$ cat config.mk
export PLATFORM = sky130hd
export DESIGN_NAME = mpc_top
export DESIGN_NICKNAME = d
export VERILOG_FILES = /design/src/rtl/mpc_pkg.sv /design/src/rtl/mpc_rights_eval.sv /design/src/rtl/mpc_region_match.sv /design/src/rtl/mpc_err_slot.sv /design/src/rtl/mpc_top.sv
export SDC_FILE = /design/constraint.sdc
export NUM_CORES = 1
export LEC_CHECK = 0
export BUFFER_PORTS_ARGS = -buffer_cell sky130_fd_sc_hd__buf_2
export CORE_AREA = 5 5 225 227
export CTS_CLUSTER_DIAMETER = 50
export CTS_CLUSTER_SIZE = 40
export DETAILED_ROUTE_END_ITERATION = 12
export DIE_AREA = 0 0 230 232
export GPL_ROUTABILITY_DRIVEN = 0
export SYNTH_ARGS = -nofsm -noshare
export SYNTH_HDL_FRONTEND = slang
export SYNTH_HIERARCHICAL = 1
export SYNTH_SLANG_ARGS = --single-unit
$ cat constraint.sdc
create_clock -name clk -period 6.42 [get_ports clk]
set_clock_uncertainty 0.15 [all_clocks]
set_input_delay 0.321 -clock clk [delete_from_list [all_inputs] [get_ports clk]]
set_output_delay 0.321 -clock clk [all_outputs]
set_load 0.02 [all_outputs]
$ cat src/rtl/mpc_pkg.sv
package mpc_pkg;
   typedef enum logic [1:0] {
      KIND_READ  = 2'd0,
      KIND_WRITE = 2'd1,
      KIND_FETCH = 2'd2
   } acc_kind_e;

   typedef enum logic [1:0] {
      CLS_NOHIT  = 2'd0,
      CLS_SINGLE = 2'd1,
      CLS_MULTI  = 2'd2
   } err_cls_e;

   localparam int RICH_FLD_W  = 6;  // user[2:0], priv[4:3], tag enable[5]
   localparam int PLAIN_FLD_W = 2;  // read[0], write[1]
endpackage

$ cat src/rtl/mpc_rights_eval.sv
module mpc_rights_eval
   import mpc_pkg::*;
#(
   parameter int N_RWX_MST = 4,
   parameter int N_RW_MST  = 4,
   parameter int MST_W     = 3,
   localparam int RGT_W    = N_RWX_MST*RICH_FLD_W + N_RW_MST*PLAIN_FLD_W
) (
   input  logic [RGT_W-1:0] rights,
   input  logic [MST_W-1:0] master,
   input  logic [1:0]       kind,
   input  logic             super_md,
   output logic             allow,
   output logic             tag_req
);
   localparam int PLAIN_BASE = N_RWX_MST*RICH_FLD_W;

   logic [RICH_FLD_W-1:0]  rich_f;
   logic [PLAIN_FLD_W-1:0] plain_f;
   logic [2:0]             eff;
   int                     m_i;

   always_comb begin
      m_i     = int'(master);
      rich_f  = '0;
      plain_f = '0;
      eff     = '0;
      allow   = 1'b0;
      tag_req = 1'b0;
      if (m_i < N_RWX_MST) begin
         rich_f  = rights[m_i*RICH_FLD_W +: RICH_FLD_W];
         tag_req = rich_f[5];
         if (super_md) begin
            unique case (rich_f[4:3])
               2'd0:    eff = 3'b111;
               2'd1:    eff = 3'b101;
               2'd2:    eff = 3'b110;
               default: eff = rich_f[2:0];
            endcase
         end else begin
            eff = rich_f[2:0];
         end
         unique case (kind)
            KIND_READ:  allow = eff[2];
            KIND_WRITE: allow = eff[1];
            KIND_FETCH: allow = eff[0];
            default:    allow = 1'b0;
         endcase
      end else if (m_i < N_RWX_MST + N_RW_MST) begin
         plain_f = rights[PLAIN_BASE + (m_i - N_RWX_MST)*PLAIN_FLD_W +: PLAIN_FLD_W];
         unique case (kind)
            KIND_READ, KIND_FETCH: allow = plain_f[0];
            KIND_WRITE:            allow = plain_f[1];
            default:               allow = 1'b0;
         endcase
      end
   end
endmodule

$ cat src/rtl/mpc_region_match.sv
module mpc_region_match
   import mpc_pkg::*;
#(
   parameter int ADDR_W    = 32,
   parameter int GRAN_W    = 5,
   parameter int PID_W     = 8,
   parameter int N_RWX_MST = 4,
   parameter int N_RW_MST  = 4,
   parameter int MST_W     = 3,
   localparam int RGT_W    = N_RWX_MST*RICH_FLD_W + N_RW_MST*PLAIN_FLD_W
) (
   input  logic              valid,
   input  logic [ADDR_W-1:0] lo,
   input  logic [ADDR_W-1:0] hi,
   input  logic [RGT_W-1:0]  rights,
   input  logic [PID_W-1:0]  tag,
   input  logic [PID_W-1:0]  tag_mask,
   input  logic [ADDR_W-1:0] addr,
   input  logic [MST_W-1:0]  master,
   input  logic [1:0]        kind,
   input  logic              super_md,
   input  logic [PID_W-1:0]  acc_tag,
   output logic              hit,
   output logic              allow
);
   logic in_win;
   logic tag_ok;
   logic tag_req;
   logic r_allow;

   // Only the upper bits take part: the granule bits are implied.
   assign in_win = (addr[ADDR_W-1:GRAN_W] >= lo[ADDR_W-1:GRAN_W]) &&
                   (addr[ADDR_W-1:GRAN_W] <= hi[ADDR_W-1:GRAN_W]);

   mpc_rights_eval #(
      .N_RWX_MST(N_RWX_MST),
      .N_RW_MST (N_RW_MST),
      .MST_W    (MST_W)
   ) eval_i (
      .rights  (rights),
      .master  (master),
      .kind    (kind),
      .super_md(super_md),
      .allow   (r_allow),
      .tag_req (tag_req)
   );

   assign tag_ok = !tag_req || (((acc_tag ^ tag) & ~tag_mask) == '0);
   assign hit    = valid && in_win && tag_ok;
   assign allow  = hit && r_allow;
endmodule

$ cat src/rtl/mpc_err_slot.sv
module mpc_err_slot #(
   parameter int ADDR_W = 32,
   parameter int MST_W  = 3
) (
   input  logic              clk,
   input  logic              rst_n,
   input  logic              fault,
   input  logic              clr,
   input  logic [1:0]        f_class,
   input  logic [MST_W-1:0]  f_master,
   input  logic [ADDR_W-1:0] f_addr,
   input  logic              f_write,
   input  logic [1:0]        f_attr,
   output logic              flag,
   output logic [1:0]        s_class,
   output logic [MST_W-1:0]  s_master,
   output logic [ADDR_W-1:0] s_addr,
   output logic              s_write,
   output logic [1:0]        s_attr
);
   logic take;

   assign take = fault && (!flag || clr);

   always_ff @(posedge clk or negedge rst_n) begin
      if (!rst_n) begin
         flag     <= 1'b0;
         s_class  <= '0;
         s_master <= '0;
         s_addr   <= '0;
         s_write  <= 1'b0;
         s_attr   <= '0;
      end else begin
         if (take) begin
            flag     <= 1'b1;
            s_class  <= f_class;
            s_master <= f_master;
            s_addr   <= f_addr;
            s_write  <= f_write;
            s_attr   <= f_attr;
         end else if (clr) begin
            flag <= 1'b0;
         end
      end
   end
endmodule

$ cat src/rtl/mpc_top.sv
module mpc_top
   import mpc_pkg::*;
#(
   parameter int ADDR_W    = 32,
   parameter int GRAN_W    = 5,
   parameter int N_REG     = 4,
   parameter int N_RWX_MST = 4,
   parameter int N_RW_MST  = 4,
   parameter int PID_W     = 8,
   parameter int N_PORT    = 2,
   localparam int N_MST    = N_RWX_MST + N_RW_MST,
   localparam int MST_W    = (N_MST > 1) ? $clog2(N_MST) : 1,
   localparam int PORT_W   = (N_PORT > 1) ? $clog2(N_PORT) : 1,
   localparam int RGT_W    = N_RWX_MST*RICH_FLD_W + N_RW_MST*PLAIN_FLD_W
) (
   input  logic                     clk,
   input  logic                     rst_n,
   input  logic                     glb_en,
   input  logic [N_REG-1:0]         rgn_valid,
   input  logic [N_REG*ADDR_W-1:0]  rgn_start,
   input  logic [N_REG*ADDR_W-1:0]  rgn_end,
   input  logic [N_REG*RGT_W-1:0]   rgn_rights,
   input  logic [N_REG*PID_W-1:0]   rgn_pid,
   input  logic [N_REG*PID_W-1:0]   rgn_pid_mask,
   input  logic                     acc_valid,
   input  logic [PORT_W-1:0]        acc_port,
   input  logic [ADDR_W-1:0]        acc_addr,
   input  logic [MST_W-1:0]         acc_master,
   input  logic [1:0]               acc_kind,
   input  logic                     acc_super,
   input  logic [PID_W-1:0]         acc_pid,
   output logic                     acc_grant,
   input  logic [N_PORT-1:0]        err_clr,
   output logic [N_PORT-1:0]        err_flag,
   output logic [N_PORT*2-1:0]      err_class,
   output logic [N_PORT*MST_W-1:0]  err_master,
   output logic [N_PORT*ADDR_W-1:0] err_addr,
   output logic [N_PORT-1:0]        err_write,
   output logic [N_PORT*2-1:0]      err_attr
);
   // Elaboration checks on the parameter set
   if (GRAN_W < 1 || GRAN_W >= ADDR_W) begin : g_bad_gran
      $error("GRAN_W must lie between 1 and ADDR_W-1");
   end
   if (N_REG < 1) begin : g_bad_reg
      $error("N_REG must be at least 1");
   end
   if (N_PORT < 1) begin : g_bad_port
      $error("N_PORT must be at least 1");
   end
   if (N_RWX_MST < 1) begin : g_bad_mst
      $error("N_RWX_MST must be at least 1");
   end

   logic [N_REG-1:0] hits;
   logic [N_REG-1:0] allows;
   logic             any_hit;
   logic             multi_hit;
   logic             any_allow;
   logic             deny;
   logic [1:0]       f_class;
   logic             f_write;
   logic [1:0]       f_attr;

   for (genvar r = 0; r < N_REG; r++) begin : g_rgn
      mpc_region_match #(
         .ADDR_W   (ADDR_W),
         .GRAN_W   (GRAN_W),
         .PID_W    (PID_W),
         .N_RWX_MST(N_RWX_MST),
         .N_RW_MST (N_RW_MST),
         .MST_W    (MST_W)
      ) match_i (
         .valid   (rgn_valid[r]),
         .lo      (rgn_start[r*ADDR_W +: ADDR_W]),
         .hi      (rgn_end[r*ADDR_W +: ADDR_W]),
         .rights  (rgn_rights[r*RGT_W +: RGT_W]),
         .tag     (rgn_pid[r*PID_W +: PID_W]),
         .tag_mask(rgn_pid_mask[r*PID_W +: PID_W]),
         .addr    (acc_addr),
         .master  (acc_master),
         .kind    (acc_kind),
         .super_md(acc_super),
         .acc_tag (acc_pid),
         .hit     (hits[r]),
         .allow   (allows[r])
      );
   end

   assign any_hit   = |hits;
   assign multi_hit = |(hits & (hits - N_REG'(1)));
   assign any_allow = |allows;

   assign acc_grant = acc_valid && (!glb_en || any_allow);
   assign deny      = acc_valid && glb_en && !any_allow;

   always_comb begin
      if (!any_hit)       f_class = CLS_NOHIT;
      else if (multi_hit) f_class = CLS_MULTI;
      else                f_class = CLS_SINGLE;
   end

   assign f_write = (acc_kind == KIND_WRITE);
   assign f_attr  = {acc_super, acc_kind != KIND_FETCH};

   for (genvar p = 0; p < N_PORT; p++) begin : g_port
      mpc_err_slot #(
         .ADDR_W(ADDR_W),
         .MST_W (MST_W)
      ) slot_i (
         .clk     (clk),
         .rst_n   (rst_n),
         .fault   (deny && (acc_port == PORT_W'(p))),
         .clr     (err_clr[p]),
         .f_class (f_class),
         .f_master(acc_master),
         .f_addr  (acc_addr),
         .f_write (f_write),
         .f_attr  (f_attr),
         .flag    (err_flag[p]),
         .s_class (err_class[p*2 +: 2]),
         .s_master(err_master[p*MST_W +: MST_W]),
         .s_addr  (err_addr[p*ADDR_W +: ADDR_W]),
         .s_write (err_write[p]),
         .s_attr  (err_attr[p*2 +: 2])
      );
   end
endmodule

# [After elaboration in Yosys (flattened, before gate mapping)]
# Cells that the tools add are included.
[op_classes] n_bitwise=14 multipliers=1 n_shift=8 eq_ne=11 order_cmp=9 n_addsub=3 mux=30 reduce_logical=53
[op_table] cell="$shiftx A32 B7 Y2" n=4
[op_table] cell="$ge A27 B27 Y1" n=4
[op_table] cell="$le A27 B27 Y1" n=4
[op_table] cell="$shiftx A32 B32 Y6" n=3
[op_table] cell="$pmux W3 S3" n=4
[op_table] cell="$and A8 B8 Y8" n=4
[op_table] cell="$logic_not A8 Y1" n=4
[op_table] cell="$not A8 Y8" n=4
[op_table] cell="$shiftx A32 B7 Y6" n=1
[op_table] cell="$xor A8 B8 Y8" n=4
[op_table] cell="$logic_and A1 B1 Y1" n=23
[op_table] cell="$mux W1" n=12
[op_table] cell="$mux W3" n=4
[op_table] cell="$pmux W1 S3" n=4
[op_table] cell="$reduce_or A4 Y1" n=3
[op_table] cell="$eq A2 B1 Y1 const B" n=5
[op_table] cell="$eq A2 B2 Y1 const B" n=5
[op_table] cell="$logic_not A2 Y1" n=5
[op_table] cell="$logic_not A1 Y1" n=8
[op_table] cell="$pmux W1 S2" n=4
[op_table] cell="$add A6 B5 Y7 const A" n=1
[op_table] cell="$logic_or A1 B1 Y1" n=7
[op_table] cell="$mul A3 B2 Y5 const B" n=1
[op_table] cell="$and A4 B4 Y4" n=1
[op_table] cell="other kinds (8)" n=10
[word_totals] ff_bits=82 input_bits=505

# [Logic depth before layout (Yosys ltp)]
[depth] word_depth=14 depth_mapped=13 depth_no_buf=12

# [Modules after synthesis]
# The synthesis kept the hierarchy.
[modules_own_cells] mod="mpc_region_match" cells_per_inst=208 n_inst=4 area_each_um2=1476.4
[modules_own_cells] mod="mpc_err_slot" cells_per_inst=88 n_inst=2 area_each_um2=1702.9
[modules_own_cells] mod="mpc_rights_eval" cells_per_inst=48 n_inst=4 area_each_um2=400.4
[modules_own_cells] mod="mpc_top" cells_per_inst=17 n_inst=1 area_each_um2=120.1

# [Least setup slack after synthesis]
# OpenSTA, ideal clock, no wires.
[synth_path] path_type="input -> register" startpoint="input port rgn_end[62]" endpoint="register g_port[0].slot_i.s_addr[0]" setup_slack_ns=3.065 path_stages=13 t_arrival_ns=3.080 n_path_buf=1 path_cell_list="inv_1 ha_1 nand4_2 nor4_2 nand4_1 a31o_2 a31oi_1 nor4b_2 or4_4 nor4_2 nand2_4 buf_6 mux2_4"
[synth_via] elab_chain_cells=10
[synth_lines] element="start: declaration" line="mpc_top.sv:21" rtl="input logic [N_REG*ADDR_W-1:0] rgn_end,"
[synth_lines] element="$le A27 B27 Y1" line="mpc_region_match.sv:33" rtl="(addr[ADDR_W-1:GRAN_W] <= hi[ADDR_W-1:GRAN_W]);"
[synth_lines] element="$logic_and A1 B1 Y1" line="mpc_region_match.sv:32" rtl="assign in_win = (addr[ADDR_W-1:GRAN_W] >= lo[ADDR_W-1:GRAN_W]) &&"
[synth_lines] element="$logic_and A1 B1 Y1 (2 in series)" line="mpc_region_match.sv:49" rtl="assign hit = valid && in_win && tag_ok;"
[synth_lines] element="$logic_and A1 B1 Y1" line="mpc_region_match.sv:50" rtl="assign allow = hit && r_allow;"
[synth_lines] element="net allows[1]" line="mpc_top.sv:56" rtl="logic [N_REG-1:0] allows;"
[synth_lines] element="$reduce_or A4 Y1" line="mpc_top.sv:92" rtl="assign any_allow = |allows;"
[synth_lines] element="$logic_not A1 Y1" line="mpc_top.sv:95" rtl="assign deny = acc_valid && glb_en && !any_allow;"
[synth_lines] element="$logic_and A1 B1 Y1" line="mpc_top.sv:95"
[synth_lines] element="$logic_and A1 B1 Y1" line="mpc_top.sv:113" rtl=".fault (deny && (acc_port == PORT_W'(p))),"
[synth_lines] element="$logic_and A1 B1 Y1" line="mpc_err_slot.sv:23" rtl="assign take = fault && (!flag || clr);"
[synth_lines] element="end signal: assignment" line="mpc_err_slot.sv:38" rtl="s_addr <= f_addr;"
[synth_lines] element="end: declaration" line="mpc_err_slot.sv:17" rtl="output logic [ADDR_W-1:0] s_addr,"
# The timed path passes the listed nets, and every way through them passes these cells.
# A chain may end at the register's enable or synchronous reset.

# [Final worst setup path]
[layout_path] startpoint="input port acc_addr[30]" endpoint="register g_port[0].slot_i.s_addr[17]"
[layout_via] elab_chain_cells=10
[layout_lines] element="start: declaration" line="mpc_top.sv:27" rtl="input logic [ADDR_W-1:0] acc_addr,"
[layout_lines] element="$ge A27 B27 Y1 or $le A27 B27 Y1 (tied branches)" line="mpc_region_match.sv:32, mpc_region_match.sv:33"
[layout_lines] element="$logic_and A1 B1 Y1 (*)" line="mpc_region_match.sv:32"
[layout_lines] element="$logic_and A1 B1 Y1 (*) (2 in series)" line="mpc_region_match.sv:49"
[layout_lines] element="$logic_and A1 B1 Y1 (*)" line="mpc_region_match.sv:50"
[layout_lines] element="net allows[3]" line="mpc_top.sv:56"
[layout_lines] element="$reduce_or A4 Y1 (*)" line="mpc_top.sv:92"
[layout_lines] element="$logic_not A1 Y1 (*)" line="mpc_top.sv:95"
[layout_lines] element="$logic_and A1 B1 Y1 (*)" line="mpc_top.sv:95"
[layout_lines] element="$logic_and A1 B1 Y1 (*)" line="mpc_top.sv:113"
[layout_lines] element="$logic_and A1 B1 Y1 (*)" line="mpc_err_slot.sv:23"
# The timed path passes the listed nets; every way through them passes the cells marked *.

==> out/qor.yml <==
outcome:
  status: "finished clean"
finish:
  post-route-util_pct: 30.41
  syn_to_final_growth_pct: 33.53
  finalNonFillerCells: 2394
  num-nets-final: 2478
  final_layout_size_suffix_gt1_share_pct: 39.61
  final_cell_mix: "545 x buf_2, 233 x inv_1, 216 x ha_1"
  final_common_cell: "buf_2"
floorplanning:
  die_w_um: 230
  rows: 81
  initial_core_util_pct: 22.77
  ios: 588
  die_h_um: 232
  core_area_um2: 48440
  dieArea_um2: 53360
setup_path:
  cp_cell_sequence: "buf_2, ha_1, nand4_2, nor4_2, nand4_1, a31o_2, a31oi_1, nor4b_2, or4_4, nor4_2, nand2_4, mux2_4"
  crit_family: "simple AND/OR/NAND/NOR gates"
  crit_top_cell: "nor4_2"
  crit_required_ps: 6520
  slowest_stage: "a31oi_1"
  worst_setup_path_start_kind: "input pin"
  critical_path.max_stage_delay_ps: 590
  worstPathArrival_ps: 4870
  critPathKind: "input pin to flip-flop"
  path_buf_inv: 1
  cp-end-kind: "flip-flop"
  crit_fanout: 40
clock_tree:
  holdBufCountCts: 1
  cts_max_path_buffers: 2
  numCtsBuffers: 9
  cts_sinks: 82
  path_clk_slew_ps: 70
  post_cts_buffers: 0
  root_buffer: "clkbuf_16"
  htreeDepth: 3
  ctsResizeCount: 0
  tritoncts: "built"
  clock_latency_ps: 370
route:
  drc: 0
  detail_route.wl_per_cell_um: 21.73
  firstDrtPassIters: 5
  via_per_inst: 4.783
  drtAntennaViolNets: 0
  first_iter_violations: 400
  wl_mm: 52.02
  vias: 11450
synth:
  ys_seq_area_share_pct: 18.60
  ys.flop_type: "dfrtp_1"
  ys_ff_latch: 82
  syn_avg_cell_area_um2: 9.066
  synth_area_um2: 11030
  syn_inst: 1217
  synthTopCellsByArea: "ha_1 24%, dfrtp_1 19%, mux2_4 11%, inv_1 7.9%, a21oi_1 4.2%"
  async_reset_ff_share_pct: 100.0
  synth_area_leader_cell: "ha_1"
  ys_types: 52
  yosys_warnings: 6
  synth-edff-count: 0
  synth_top_area_share_pct: 24.50
  synth_nets: 1938
timing:
  fin_ws_ps: 1651
  rsz0062_at_grt: "false"
  tightest_slew_ps: 1099
  slew_violations: 0
  post-route-period-util_pct: 74.28
  setup_viol: 0
  slew_headroom_pct: 26.75
  fmax_mhz: 209.7
  hold_viol: 0
  tns_ps: 0
  min_period_ps: 4769
global_routing:
  grt_overflow: 0
  grt_max_degree: 54
  track_usage_pct: 18.63
  grt_pass1_wl_mm: 73.96
  first_global_vias: 12060
  antenna_found_initial: 21
place:
  dpl.hpwl_mm: 44.39
  place_inst: 2367
  io_buffers: 547
  dp_slack_ps: 1325
power_and_ir_drop:
  power.leakage_nw: 8.349
  power.total_mw: 2.626
  powerDensity_nw_per_um2: 178.2
  peakVddDrop_uv: 118.9
min_path:
  hold_class: "input pin to flip-flop"
job:
  maxCapViolCount: 0
-- stage by stage --
step | hold slack [ps] | instance area (um2)
after floorplan | -124.6 | 11030
after global placement | 200.8 | 14400
after detailed placement | 209.4 | 14400
after CTS | 9.142 | 14710
after global routing | 22.19 | 14720
final | 42.67 | 14730
-- layer usage --
layer | share of wire, % | GRT usage, % | up-vias
met2 | 53 | 35.91 | 472
met1 | 37 | 19.77 | 5417
li1 | - | - | 5465
met4 | 3.5 | 6.949 | 6
met5 | 0.054 | 0 | -
met3 | 6.1 | 4.096 | 90
-- cell usage after synthesis, types with 8 or more instances --
cell / count
inv_1: 233
ha_1: 216
a21oi_1: 93
dfrtp_1: 82
mux2_4: 80
nand2_1: 58
o21ai_0: 44
mux2i_1: 40
nand4_1: 36
nor2_1: 33
nand3_1: 32
xnor2_1: 32
o22ai_1: 20
a21o_1: 16
buf_6: 12
mux4_2: 12
nor4_1: 12
nand2b_1: 11
a211o_1: 9
a211oi_1: 9
nor2b_1: 9
a221oi_1: 8
buf_2: 8
mux2_2: 8
nor3_1: 8
nor4bb_1: 8
-- power breakdown --
group          total (mW)  internal (mW)  switching (mW)
registers           0.750          0.662          0.0882
logic                1.32          0.608           0.712
clock network       0.554          0.311           0.243
total                2.63           1.58            1.04
-- area by class of cell --
cell class              instances  area [um2]
clock buffers                  11       242.7
well taps                     622       778.2
multi-input cells             877        7913
diodes                         10       25.02
inverters                     234       878.3
flip-flops and latches         82        2052
repair buffers                553        2790
fillers                      5155       33710
clock inverters                 5       53.80
-- state kept, by name, indices dropped and copies added, names as in the netlist --
name                    count
g_port.slot_i/s_addr       64
g_port.slot_i/s_write       2
g_port.slot_i/flag          2
g_port.slot_i/s_master      6
g_port.slot_i/s_attr        4
g_port.slot_i/s_class       4
-- cell families after synthesis --
logic type | Yosys count | share of synthesized area [%]
multiplexers | 140 | 17.78
AO/OA/AOI/OAI | 252 | 14.46
buffers and inverters | 258 | 9.685
flip-flops | 82 | 18.60
XOR/XNOR | 33 | 2.620
adder cells (fa/ha/maj) | 216 | 24.50
AND/OR/NAND/NOR | 236 | 12.36
-- worst reg2reg max path: cells and delay by family (launching register included) --
| kind | cells | cell delay [ps] |
|---|---|---|
| and+or+nand+nor | 2 | 770 |
| muxes | 1 | 400 |
| DFF | 1 | 400 |
-- worst paths after layout --
path	start	cells after the start	endpoint	slack, ps
max in group asynchronous	rst_n	3	g_port[0].slot_i/flag	4710
setup / recovery	acc_addr[30]	12	g_port[0].slot_i/s_addr[17]	1650
hold / removal	acc_addr[3]	2	g_port[1].slot_i/s_addr[3]	40
hold reg to reg	g_port[0].slot_i/s_master[1]	1	g_port[0].slot_i/s_master[1]	360
setup reg to reg	g_port[1].slot_i/flag	3	g_port[1].slot_i/s_addr[17]	4580
min in group asynchronous	rst_n	2	g_port[1].slot_i/s_addr[19]	350
Power figures use the tool's default switching activity.
